[config.mk]
export PLATFORM = sky130hd
export DESIGN_NAME = tw_slave
export DESIGN_NICKNAME = d
export VERILOG_FILES = /design/src/rtl/tw_pkg.sv /design/src/rtl/tw_sync.sv /design/src/rtl/tw_edge.sv /design/src/rtl/tw_regfile.sv /design/src/rtl/tw_slave.sv
export SDC_FILE = /design/constraint.sdc
export NUM_CORES = 1
export LEC_CHECK = 0
export ABC_AREA = 1
export BUFFER_PORTS_ARGS = -buffer_cell sky130_fd_sc_hd__clkbuf_2
export CAP_MARGIN = 30
export CELL_PAD_IN_SITES_DETAIL_PLACEMENT = 1
export CELL_PAD_IN_SITES_GLOBAL_PLACEMENT = 1
export CORE_AREA = 2 2 407 409
export DETAILED_ROUTE_END_ITERATION = 10
export DIE_AREA = 0 0 409 411
export GPL_TIMING_DRIVEN = 0
export PLACE_DENSITY_LB_ADDON = 0.05
export RECOVER_POWER = 100
export SYNTH_ARGS = -nofsm -noshare
export SYNTH_HDL_FRONTEND = slang
export SYNTH_HIERARCHICAL = 1
export SYNTH_SLANG_ARGS = --single-unit
[constraint.sdc]
create_clock -name clk -period 3.11 [get_ports clk]
set_clock_uncertainty 0.1 [all_clocks]
set_input_delay 0.1555 -clock clk [delete_from_list [all_inputs] [get_ports clk]]
set_output_delay 0.1555 -clock clk [all_outputs]
set_load 0.01 [all_outputs]
[src/rtl/tw_pkg.sv]
package tw_pkg;

    // transaction phase of the serial slave
    typedef enum logic [1:0] {
        PH_IDLE = 2'd0,
        PH_CMD  = 2'd1,
        PH_WR   = 2'd2,
        PH_RD   = 2'd3
    } phase_t;

    // value of the direction flag that selects a read
    localparam logic DIR_READ = 1'b1;

endpackage

[src/rtl/tw_sync.sv]
module tw_sync #(
    parameter int WIDTH  = 3,
    parameter int STAGES = 2
) (
    input  logic             clk,
    input  logic             rst_n,
    input  logic [WIDTH-1:0] async_i,
    output logic [WIDTH-1:0] sync_o
);
    logic [WIDTH-1:0] stg_d [STAGES];
    logic [WIDTH-1:0] stg_q [STAGES];

    always_comb begin
        stg_d[0] = async_i;
        for (int i = 1; i < STAGES; i++) begin
            stg_d[i] = stg_q[i-1];
        end
    end

    always_ff @(posedge clk or negedge rst_n) begin
        if (!rst_n) begin
            for (int i = 0; i < STAGES; i++) begin
                stg_q[i] <= '0;
            end
        end else begin
            stg_q <= stg_d;
        end
    end

    assign sync_o = stg_q[STAGES-1];
endmodule

[src/rtl/tw_edge.sv]
module tw_edge #(
    parameter int WIDTH = 2
) (
    input  logic             clk,
    input  logic             rst_n,
    input  logic [WIDTH-1:0] lvl_i,
    output logic [WIDTH-1:0] rise_o,
    output logic [WIDTH-1:0] fall_o
);
    logic [WIDTH-1:0] prev_d, prev_q;

    always_comb begin
        prev_d = lvl_i;
    end

    always_ff @(posedge clk or negedge rst_n) begin
        if (!rst_n) prev_q <= '0;
        else        prev_q <= prev_d;
    end

    generate
        for (genvar g = 0; g < WIDTH; g++) begin : g_det
            assign rise_o[g] =  lvl_i[g] & ~prev_q[g];
            assign fall_o[g] = ~lvl_i[g] &  prev_q[g];
        end
    endgenerate
endmodule

[src/rtl/tw_regfile.sv]
module tw_regfile #(
    parameter int ADDR_W = 7,
    parameter int DATA_W = 8
) (
    input  logic                          clk,
    input  logic                          rst_n,
    input  logic                          wr_en,
    input  logic [ADDR_W-1:0]             wr_addr,
    input  logic [DATA_W-1:0]             wr_data,
    input  logic [ADDR_W-1:0]             rd_addr,
    output logic [DATA_W-1:0]             rd_data,
    output logic [(1<<ADDR_W)*DATA_W-1:0] image_o
);
    localparam int NREG = 1 << ADDR_W;

    logic [DATA_W-1:0] mem_d [NREG];
    logic [DATA_W-1:0] mem_q [NREG];

    always_comb begin
        mem_d = mem_q;
        if (wr_en) mem_d[wr_addr] = wr_data;
    end

    always_ff @(posedge clk or negedge rst_n) begin
        if (!rst_n) begin
            for (int i = 0; i < NREG; i++) begin
                mem_q[i] <= '0;
            end
        end else begin
            mem_q <= mem_d;
        end
    end

    assign rd_data = mem_q[rd_addr];

    generate
        for (genvar g = 0; g < NREG; g++) begin : g_img
            assign image_o[g*DATA_W +: DATA_W] = mem_q[g];
        end
    endgenerate
endmodule

[src/rtl/tw_slave.sv]
module tw_slave #(
    parameter int ADDR_W      = 7,
    parameter int DATA_W      = 8,
    parameter int SYNC_STAGES = 2
) (
    input  logic                          clk,
    input  logic                          rst_n,
    input  logic                          spi_en,
    input  logic                          spi_sck,
    input  logic                          spi_din,
    output logic                          spi_dout,
    output logic                          spi_oe,
    output logic [(1<<ADDR_W)*DATA_W-1:0] reg_image
);
    import tw_pkg::*;

    localparam int CNT_W = $clog2(DATA_W);
    localparam logic [CNT_W-1:0] LAST_BIT = CNT_W'(DATA_W - 1);

    typedef struct packed {
        phase_t            phase;
        logic              pol;
        logic [CNT_W-1:0]  bitcnt;
        logic [DATA_W-1:0] shreg;
        logic [ADDR_W-1:0] addr;
        logic              oe;
        logic              dout;
    } st_t;

    st_t st_d, st_q;

    // synchronized bus inputs: {en, sck, din}
    logic [2:0] sync_v;
    logic       en_s, sck_s, din_s;
    logic [1:0] rise_v, fall_v;
    logic       en_rise, sck_rise, sck_fall;

    tw_sync #(.WIDTH(3), .STAGES(SYNC_STAGES)) u_sync (
        .clk    (clk),
        .rst_n  (rst_n),
        .async_i({spi_en, spi_sck, spi_din}),
        .sync_o (sync_v)
    );

    assign en_s  = sync_v[2];
    assign sck_s = sync_v[1];
    assign din_s = sync_v[0];

    tw_edge #(.WIDTH(2)) u_edge (
        .clk   (clk),
        .rst_n (rst_n),
        .lvl_i ({en_s, sck_s}),
        .rise_o(rise_v),
        .fall_o(fall_v)
    );

    assign en_rise  = rise_v[1];
    assign sck_rise = rise_v[0];
    assign sck_fall = fall_v[0];

    // register array
    logic              wr_en;
    logic [ADDR_W-1:0] wr_addr;
    logic [DATA_W-1:0] wr_data;
    logic [DATA_W-1:0] rd_data;

    tw_regfile #(.ADDR_W(ADDR_W), .DATA_W(DATA_W)) u_rf (
        .clk    (clk),
        .rst_n  (rst_n),
        .wr_en  (wr_en),
        .wr_addr(wr_addr),
        .wr_data(wr_data),
        .rd_addr(st_q.addr),
        .rd_data(rd_data),
        .image_o(reg_image)
    );

    logic              samp_edge, drv_edge, byte_end;
    logic [DATA_W-1:0] full_byte;

    always_comb begin
        // polarity 1 (clock high at enable rise) samples on rising edges
        samp_edge = st_q.pol ? sck_rise : sck_fall;
        drv_edge  = st_q.pol ? sck_fall : sck_rise;
        byte_end  = (st_q.bitcnt == LAST_BIT);
        full_byte = {st_q.shreg[DATA_W-2:0], din_s};

        st_d    = st_q;
        wr_en   = 1'b0;
        wr_addr = st_q.addr;
        wr_data = full_byte;

        if (!en_s) begin
            st_d.phase  = PH_IDLE;
            st_d.bitcnt = '0;
            st_d.oe     = 1'b0;
            st_d.dout   = 1'b0;
        end else if (en_rise) begin
            st_d.phase  = PH_CMD;
            st_d.pol    = sck_s;
            st_d.bitcnt = '0;
            st_d.oe     = 1'b0;
            st_d.dout   = 1'b0;
        end else begin
            unique case (st_q.phase)
                PH_CMD: begin
                    if (samp_edge) begin
                        st_d.shreg  = full_byte;
                        st_d.bitcnt = st_q.bitcnt + 1'b1;
                        if (byte_end) begin
                            st_d.bitcnt = '0;
                            st_d.addr   = full_byte[ADDR_W-1:0];
                            st_d.phase  = (full_byte[DATA_W-1] == DIR_READ) ? PH_RD : PH_WR;
                        end
                    end
                end
                PH_WR: begin
                    if (samp_edge) begin
                        st_d.shreg  = full_byte;
                        st_d.bitcnt = st_q.bitcnt + 1'b1;
                        if (byte_end) begin
                            st_d.bitcnt = '0;
                            wr_en       = 1'b1;
                            st_d.addr   = st_q.addr + 1'b1;
                        end
                    end
                end
                PH_RD: begin
                    if (drv_edge) begin
                        st_d.oe     = 1'b1;
                        st_d.dout   = rd_data[LAST_BIT - st_q.bitcnt];
                        st_d.bitcnt = st_q.bitcnt + 1'b1;
                        if (byte_end) begin
                            st_d.bitcnt = '0;
                            st_d.addr   = st_q.addr + 1'b1;
                        end
                    end
                end
                default: begin
                    st_d = st_q;
                end
            endcase
        end
    end

    always_ff @(posedge clk or negedge rst_n) begin
        if (!rst_n) begin
            st_q <= '{phase: PH_IDLE, pol: 1'b0, bitcnt: '0, shreg: '0,
                      addr: '0, oe: 1'b0, dout: 1'b0};
        end else begin
            st_q <= st_d;
        end
    end

    assign spi_dout = st_q.dout;
    assign spi_oe   = st_q.oe;
endmodule

# Word level (Yosys, flattened, before mapping)
# Index checks and enable logic that the tools add are counted.
[totals] regBits=1054 output_inout_bits=1026 wordCells=213 in_bits=5
[classes] bitwise=8 reduce_logical=9 n_mux=35 addsub=3 n_eq_ne=17 n_lt_le_gt_ge=3
[op_table] op="$bwmux W1024" count=1
[op_table] op="$bmux W8 S7" count=1
[op_table] op="$demux W8 S7" count=1
[op_table] op="$mux W18" count=2
[op_table] op="$mux W8" count=3
[op_table] op="$pmux W7 S3" count=1
[op_table] op="$ne A3 B3 Y1 const B" count=5
[op_table] op="$mux W2" count=7
[op_table] op="$mux W7" count=2
[op_table] op="$pmux W7 S2" count=1
[op_table] op="$ne A4 B4 Y1 const B" count=3
[op_table] op="$mux W1" count=9
[op_table] op="$mux W3" count=3
[op_table] op="$mux W9" count=1
[op_table] op="$pmux W3 S3" count=1
[op_table] op="$ge A8 B8 Y1 const B" count=1
[op_table] op="$lt A8 B1 Y1 const B" count=1
[op_table] op="$ne A2 B2 Y1 const B" count=4
[op_table] op="$not A7 Y8" count=1
[op_table] op="$add A7 B1 Y7 const B" count=1
[op_table] op="$reduce_and A7 Y1" count=1
[op_table] op="$mux W6" count=1
[op_table] op="$ne A5 B5 Y1 const B" count=1
[op_table] op="$reduce_and A5 Y1" count=1
[op_table] op="other kinds (15)" count=22

# Depth between registers and ports, before layout
# Gate-level depths: netlist of the first run.
[depth] word_depth=10 mapped_depth=20 mapped_depth_nobuf=17

# By module
# The synthesis of the first run kept the hierarchy.
[modules_own_cells] module="tw_regfile" seq_area_each_um2=25624.6 n_inst=1 cells_each=5848 area_each_um2=46818.7
[modules_own_cells] module="tw_slave" seq_area_each_um2=550.5 n_inst=1 cells_each=185 area_each_um2=1395.1
[modules_own_cells] module="tw_sync" seq_area_each_um2=150.1 n_inst=1 cells_each=6 area_each_um2=150.1
[modules_own_cells] module="tw_edge" seq_area_each_um2=50.0 n_inst=1 cells_each=10 area_each_um2=80.1

# Worst setup path before layout of the first run
# No wires, ideal clock.
[synth_path] path_type="register to register" start="register st_q (netlist bit wr_addr[1])" end="register st_q (netlist bit spi_dout)" arrival_ns=2.161 path_stages_with_launch=19 synth_period_minus_slack_ns=2.373 setup_ns=0.113 setup_slack_ns=0.737 required_ns=2.897 path_buffers=3 cell_sequence="dfrtp_1 buf_2 clkbuf_1 clkbuf_1 nand3_1 nand3_1 nand3_1 nand2_1 nand2_1 nand3_1 nand2_1 nand2_1 nand2_1 nand2_1 nand3_1 nand3_1 nand3_1 nand2_1 inv_1"
[synth_via] elab_chain_cells=10
[synth_rtl] item="start: declaration" line_no="tw_slave.sv:30" source="st_t st_d, st_q;"
[synth_rtl] item="start signal: assignment" line_no="tw_slave.sv:148" source="st_q <= '{phase: PH_IDLE, pol: 1'b0, bitcnt: '0, shreg: '0,"
[synth_rtl] item="start signal: assignment" line_no="tw_slave.sv:151" source="st_q <= st_d;"
[synth_rtl] item="$not A7 Y8 (implied by the code)" line_no="tw_regfile.sv:34" source="assign rd_data = mem_q[rd_addr];"
[synth_rtl] item="$bmux W8 S7" line_no="tw_regfile.sv:34"
[synth_rtl] item="$mux W8 (implied by the code) (2 in a row)" line_no="tw_regfile.sv:34"
[synth_rtl] item="via rd_data[0]" line_no="tw_slave.sv:65" source="logic [DATA_W-1:0] rd_data;"
[synth_rtl] item="$bmux W1 S3" line_no="tw_slave.sv:131" source="st_d.dout = rd_data[LAST_BIT - st_q.bitcnt];"
[synth_rtl] item="$mux W1 (implied by the code)" line_no="tw_slave.sv:131"
[synth_rtl] item="$mux W9" line_no="tw_slave.sv:129" source="if (drv_edge) begin"
[synth_rtl] item="$mux W2" line_no="tw_slave.sv:105" source="unique case (st_q.phase)"
[synth_rtl] item="$mux W2" line_no="tw_slave.sv:98" source="end else if (en_rise) begin"
[synth_rtl] item="$mux W2" line_no="tw_slave.sv:93" source="if (!en_s) begin"
# The timed path passes the listed nets, and every way through them passes these cells. The select of a mux whose other input is x is not followed.
# A chain may end at the register's enable or synchronous reset.

# Final worst setup path of the first run
[layout_path] start="register st_q (netlist bit wr_addr[0])" end="register st_q (netlist bit spi_dout)"
# Same word-level chain as after synthesis.

==> results of run 1 <==
-- path summary, 6_finish.rpt --
| path | start | end | slack, ns | cells after the start |
|---|---|---|---|---|
| min in group asynchronous | rst_n | u_rf/image_o[29]$_DFFE_PN0P_ | 0.66 | 9 |
| min reg2reg | u_sync/stg_d[0]$_DFF_PN0_ | u_sync/sync_o[0]$_DFF_PN0_ | 0.26 | 0 |
| max | wr_addr[0]$_DFFE_PN0P_ | spi_dout$_DFFE_PN0P_ | -0.07 | 20 |
| min | spi_sck | u_sync/stg_d[1]$_DFF_PN0_ | 0.04 | 2 |
| max in group asynchronous | rst_n | u_rf/image_o[594]$_DFFE_PN0P_ | 0.26 | 13 |
| max reg2reg | wr_addr[0]$_DFFE_PN0P_ | spi_dout$_DFFE_PN0P_ | -0.07 | 20 |
-- layout make-up --
class | instances | area (um^2)
Inverter | 48 | 185
Sequential cell | 1054 | 26400
Fill cell | 20300 | 103000
Antenna cell | 6 | 15.0
Multi-Input combinational cell | 4474 | 19800
Tap cell | 2189 | 2740
Clock buffer | 198 | 3930
Buffer | 468 | 2750
Timing Repair Buffer | 1113 | 5060
Clock inverter | 29 | 420
-- flip-flops by register name, summed over array words and instances, names as in the netlist, 2 cells and up --
signal and count:
u_sync/stg_d 3, u_sync/sync_o 3, u_edge/prev_q 2, u_rf/image_o 1024, wr_addr 7, full_byte 7
st_q 6
-- timing repair --
item | CTS | global route
pin swaps | 6 | 2
endpoints found under the hold margin | 405 | 0
setup endpoints to repair | 787 | 414
resized for setup | 247 | 122
setup buffers | 18 | 6
hold buffers | 14 | 0
cloned | 0 | 1
-- routing by layer --
metal,vias to the layer above,share of wire
met3,567,0.083
met5,-,0
met4,0,0.057
li1,22500,-
met1,26800,0.40
met2,2221,0.46
-- power breakdown --
part,internal [mW],switching [mW],total (mW),leakage (nW)
clock,9.50,6.43,15.9,2.14
sequential,13.8,0.0835,13.9,14.7
combinational,3.52,13.0,16.5,9.49
total,26.8,19.5,46.3,26.3
-- per-stage QoR --
| stage | total power [mW] | setup WS (ns) |
|---|---|---|
| global placement | 29.1 | -26.45 |
| global route | 47.3 | -0.160 |
| CTS | 46.2 | 0.00161 |
| detailed placement | 29.6 | -1.07 |
| floorplan | 20.4 | 0.737 |
| finish | 46.3 | -0.0742 |
==> impl_metrics.yaml, run 1 <==
floorplan:
  dieArea_um2: 168000
  num_rows: 149
  io-pin-count: 1031
  design.core.area_um2: 164000
  die_x_um: 409
  floorplan.initialDensity: 0.296
  fp.dieH_um: 411
layout:
  nets: 7303
  drive_gt1_frac: 0.0898
  fin_util: 0.374
  most-common-layout-cells: "2356 x nand2_1, 1228 x clkbuf_1, 1051 x dfrtp_1, 1020 x o21ai_0, 942 x nand3_1"
  mostFrequentLayoutCell: "nand2_1"
  final_area_um2: 61300
  area_delta_synth_final_pct: 26.5
  stdcell_count: 9579
timing:
  slew_violations: 123
  fin_crit_ns: 3.18
  worst_slew_pin_slew_ns: 1.89
  final.period_utilization: 1.02
  max_freq_mhz: 314
  timing.final.hold_violations: 0
  layout_setup_ws_ns: -0.0742
  setup-violations-final: 57
  tns_ns: -1.20
  finalHoldWorstSlack_ns: 0.0392
  rsz0062_at_grt: "true"
  slew_headroom: -0.258
setup_path:
  required_ns: 3.72
  cp_data_arrival_time_ns: 3.79
  critPathKind: "flop to flop"
  critical_path_buf_inv_count: 5
  cp-end-kind: "flop"
  max_stage_delay_ns: 0.44
  cpLargestDelayFamily: "simple AND/OR/NAND/NOR gates"
  crit_top_cell: "nand2_1"
  path_cells: "buf_4, buf_4, clkbuf_2, buf_8, nand2_1, nand3_1, nand3_1, nand3_1, nand2_1, nand2_1, nand3_1, nand2_1, nand2_1, nand2_1, nand2_1, nand3_1, nand3_1, nand3_1, nand2_1, inv_1"
  cp_slowest_cell: "dfrtp_2"
  cp-start-kind: "flop"
  critPathMaxFanout: 10
placed_design:
  placed_area_um2: 57200
  placed_cells: 9309
  place_hpwl_um: 256000
  gp_congestion: 0.945
  portBuffers: 1030
clock_tree:
  cts.htree.levels: 4
  worstSkewPairLatency_ns: 0.79
  clk_pin_slew_worst_paths_ns: 0.06
  cts_buffer_depth: 3
  cts_tree: "yes"
  cts.sinks: 1054
  cts-buffers-inserted: 132
  cts_root_buf: "clkbuf_16"
flow_run:
  drv_cap: 1
global_routing:
  grt_overflow: 0
  antenna_found_initial: 13
  grt_pass1_vias: 51100
  use_met1: 0.476
  grt_pass1_wl_um: 439000
  use_met2: 0.606
  grt_max_degree: 107
  grt_use_total: 0.379
  gr-max-usage-layer: "met2"
  grtUsageMet3: 0.0981
hold_path:
  hp-class: "input pin to flop"
detailed_routing:
  wirelength_um: 327000
  wl_per_cell_um: 34.2
  dr_total_vias: 52100
  vias_per_cell: 5.43
  firstDrtPassIters: 5
  drcViolationCount: 0
  drt_iter0_drc: 4785
  drtAntennaViolNets: 0
power:
  powerDensity_nw_per_um2: 756
  ir_drop_v: 0.000713
  leakagePower_nw: 26.3
logic_synthesis:
  avgSynthCellArea_um2: 8.01
  synth_cells: 6047
  syn-num-nets: 6059
  yosysWarnings: 6
  netlist_area_um2: 48400
status:
  violations: "capacitance limit, slew limit, setup timing"
  status: "finished, violations left"
(Power assumes the default switching activity.)
==> run 2: changes to the inputs <==
--- a/config.mk
+++ b/config.mk
@@ -12,4 +12,5 @@
 export CELL_PAD_IN_SITES_GLOBAL_PLACEMENT = 1
 export CORE_AREA = 2 2 407 409
+export CTS_BUF_LIST = sky130_fd_sc_hd__clkbuf_4 sky130_fd_sc_hd__clkbuf_8 sky130_fd_sc_hd__clkbuf_16
 export DETAILED_ROUTE_END_ITERATION = 10
 export DIE_AREA = 0 0 409 411
==> constraint.sdc (replaced) <==
create_clock -name clk -period 3.11 [get_ports clk]
set_clock_uncertainty 0.1 [all_clocks]
set_input_delay 0.7775 -clock clk [delete_from_list [all_inputs] [get_ports clk]]
set_output_delay 0.7775 -clock clk [all_outputs]
set_load 0.01 [all_outputs]
==> run 2 against run 1 <==
- global-route usage hardly changed
- first-iteration DRC count down 3.4%
- fmax increased by 1.3%
- sequential share of layout area shrank 0.71 points
- non-clock buffer count decreased by 10
- cell count about the same
- the run ends with hold timing, capacitance limit, slew limit, setup timing left
- wire length about the same
- final area rose by 1.7%
- critical path depth is the same
- total power is 0.90% higher
- clock-buffer cell count is the same
- register-to-register slack better by 0.04 ns
==> impl_metrics.yaml, run 2 (same netlist as run 1, synthesis figures left out) <==
timing:
  max_freq_mhz: 318
  fin_crit_ns: 3.14
  slew_headroom: -0.801
  worst_slew_pin_slew_ns: 2.70
  layout_setup_ws_ns: -0.0339
  final.period_utilization: 1.01
  timing.final.hold_violations: 3
  slew_violations: 341
  finalHoldWorstSlack_ns: -0.0208
  setup-violations-final: 1
  rsz0062_at_grt: "true"
power:
  leakagePower_nw: 28.8
  ir_drop_v: 0.000722
  powerDensity_nw_per_um2: 750
placed_design:
  pre_cts_ws_ns: -1.07
  portBuffers: 1030
  gp_congestion: 0.945
  placed_cells: 9309
  placed_area_um2: 57200
  place_hpwl_um: 256000
floorplan:
  die_x_um: 409
  dieArea_um2: 168000
  num_rows: 149
  fp.dieH_um: 411
  io-pin-count: 1031
  design.core.area_um2: 164000
  floorplan.initialDensity: 0.296
clock_tree:
  cts_tree: "yes"
  clk_pin_slew_worst_paths_ns: 0.06
  cts.sinks: 1054
  cts_buffer_depth: 3
  cts_root_buf: "clkbuf_16"
  cts-buffers-inserted: 132
  cts.htree.levels: 4
  worstSkewPairLatency_ns: 0.79
layout:
  largest_reg_flops: 1024
  nets: 7293
  mostFrequentLayoutCell: "nand2_1"
  n_fill_cell: 19900
  final_area_um2: 62300
  stdcell_count: 9576
  most-common-layout-cells: "2347 x nand2_1, 1050 x dfrtp_1, 1020 x o21ai_0, 941 x nand3_1, 740 x clkbuf_2"
  drive_gt1_frac: 0.186
  area_delta_synth_final_pct: 28.6
setup_path:
  cp-end-kind: "flop"
  critPathKind: "flop to flop"
  cp_data_arrival_time_ns: 3.75
  critPathMaxFanout: 11
  required_ns: 3.72
  cp-start-kind: "flop"
hold_path:
  hp-class: "input pin to async pin"
detailed_routing:
  drt_iter0_drc: 4623
  vias_per_cell: 5.45
  dr_total_vias: 52100
  drtAntennaViolNets: 0
  drcViolationCount: 0
  wirelength_um: 327000
  firstDrtPassIters: 5
  wl_per_cell_um: 34.2
global_routing:
  grt_pass1_wl_um: 439000
  grt_pass1_vias: 51100
  grt_use_total: 0.379
  grt_overflow: 0
  antenna_found_initial: 12
  grt_max_degree: 107
status:
  violations: "hold timing, capacitance limit, slew limit, setup timing"
  status: "finished, violations left"
flow_run:
  drv_cap: 4
==> run 2: cell count changes in the layout (fill, tap and decap cells not counted), moves of 7 or more <==
cell and delta:
clkbuf_4 +31, buf_6 +7, clkbuf_1 -702, diode_2 +7, nand2_1 -9, clkbuf_2 +659
==> run 2: metal layers <==
layer	GRT usage	share of wire	vias to the layer above
li1	-	-	22500
met1	0.475	0.40	26900
met2	0.607	0.46	2258
met3	0.0983	0.085	556
met4	0.182	0.058	0
met5	0	0	-
==> run 2: cell type report <==
cell class / instances / area (um^2) / area share
multi-input combinational: 4474 / 19800 / 0.319
tap: 2189 / 2740 / 0.0440
buffer: 469 / 2850 / 0.0458
inverter: 48 / 185 / 0.00297
antenna: 13 / 32.5 / 0.000522
clock buffer: 198 / 4050 / 0.0650
clock inverter: 29 / 420 / 0.00675
timing repair buffer: 1102 / 5780 / 0.0929
sequential: 1054 / 26400 / 0.424
==> run 2: worst paths after layout <==
path	startpoint	to	slack (ns)	cells past startpoint
worst min-delay path	rst_n	u_rf/image_o[74]$_DFFE_PN0P_	-0.02	2
min in group clk	spi_en	u_sync/stg_d[2]$_DFF_PN0_	0.13	1
worst max register to register	wr_addr[0]$_DFFE_PN0P_	spi_dout$_DFFE_PN0P_	-0.03	20
worst max-delay path	wr_addr[0]$_DFFE_PN0P_	spi_dout$_DFFE_PN0P_	-0.03	20
worst min register to register	u_sync/stg_d[0]$_DFF_PN0_	u_sync/sync_o[0]$_DFF_PN0_	0.26	0
max in group asynchronous	rst_n	u_rf/image_o[566]$_DFFE_PN0P_	0.32	3
==> run 2: where the power goes <==
part / switching, mW / total, mW / internal (mW) / leakage [nW]
Sequential: 0.0831 / 13.9 / 13.8 / 14.7
Combinational: 13.1 / 16.6 / 3.57 / 11.8
Clock: 6.46 / 16.2 / 9.79 / 2.25
Total: 19.6 / 46.7 / 27.1 / 28.8
==> run 2: critical path, stage by stage, from the launching register on <==
cell and delay, ns:
dfrtp_2 0.46, buf_4 0.22, inv_4 0.14, buf_8 0.23
buf_6 0.28, nand2_1 0.08, nand3_1 0.07, nand3_1 0.23
nand3_1 0.18, nand2_1 0.15, nand2_1 0.09, nand3_1 0.08
nand2_1 0.16, nand2_1 0.09, nand2_1 0.08, nand2_1 0.06
nand3_1 0.09, nand3_1 0.08, nand3_1 0.08, nand2_1 0.05
inv_1 0.04
==> run 2: through the flow <==
step	utilization	power, mW	TNS, ns
3_3_place_gp	0.344	29.1	-
6_report	0.380	46.7	-0.0339
3_5_place_dp	0.349	29.6	-496.86
5_1_grt	0.380	47.7	-2.49
4_1_cts	0.382	46.5	0
2_1_floorplan	-	20.4	0
==> run 2: what timing repair did <==
action	CTS	global route
hold buffers	3	0
gates resized for setup	248	164
gates cloned	2	0
pin swaps	6	2
setup buffers	18	6
hold endpoints to repair	46	0
endpoints found under the setup margin	874	329
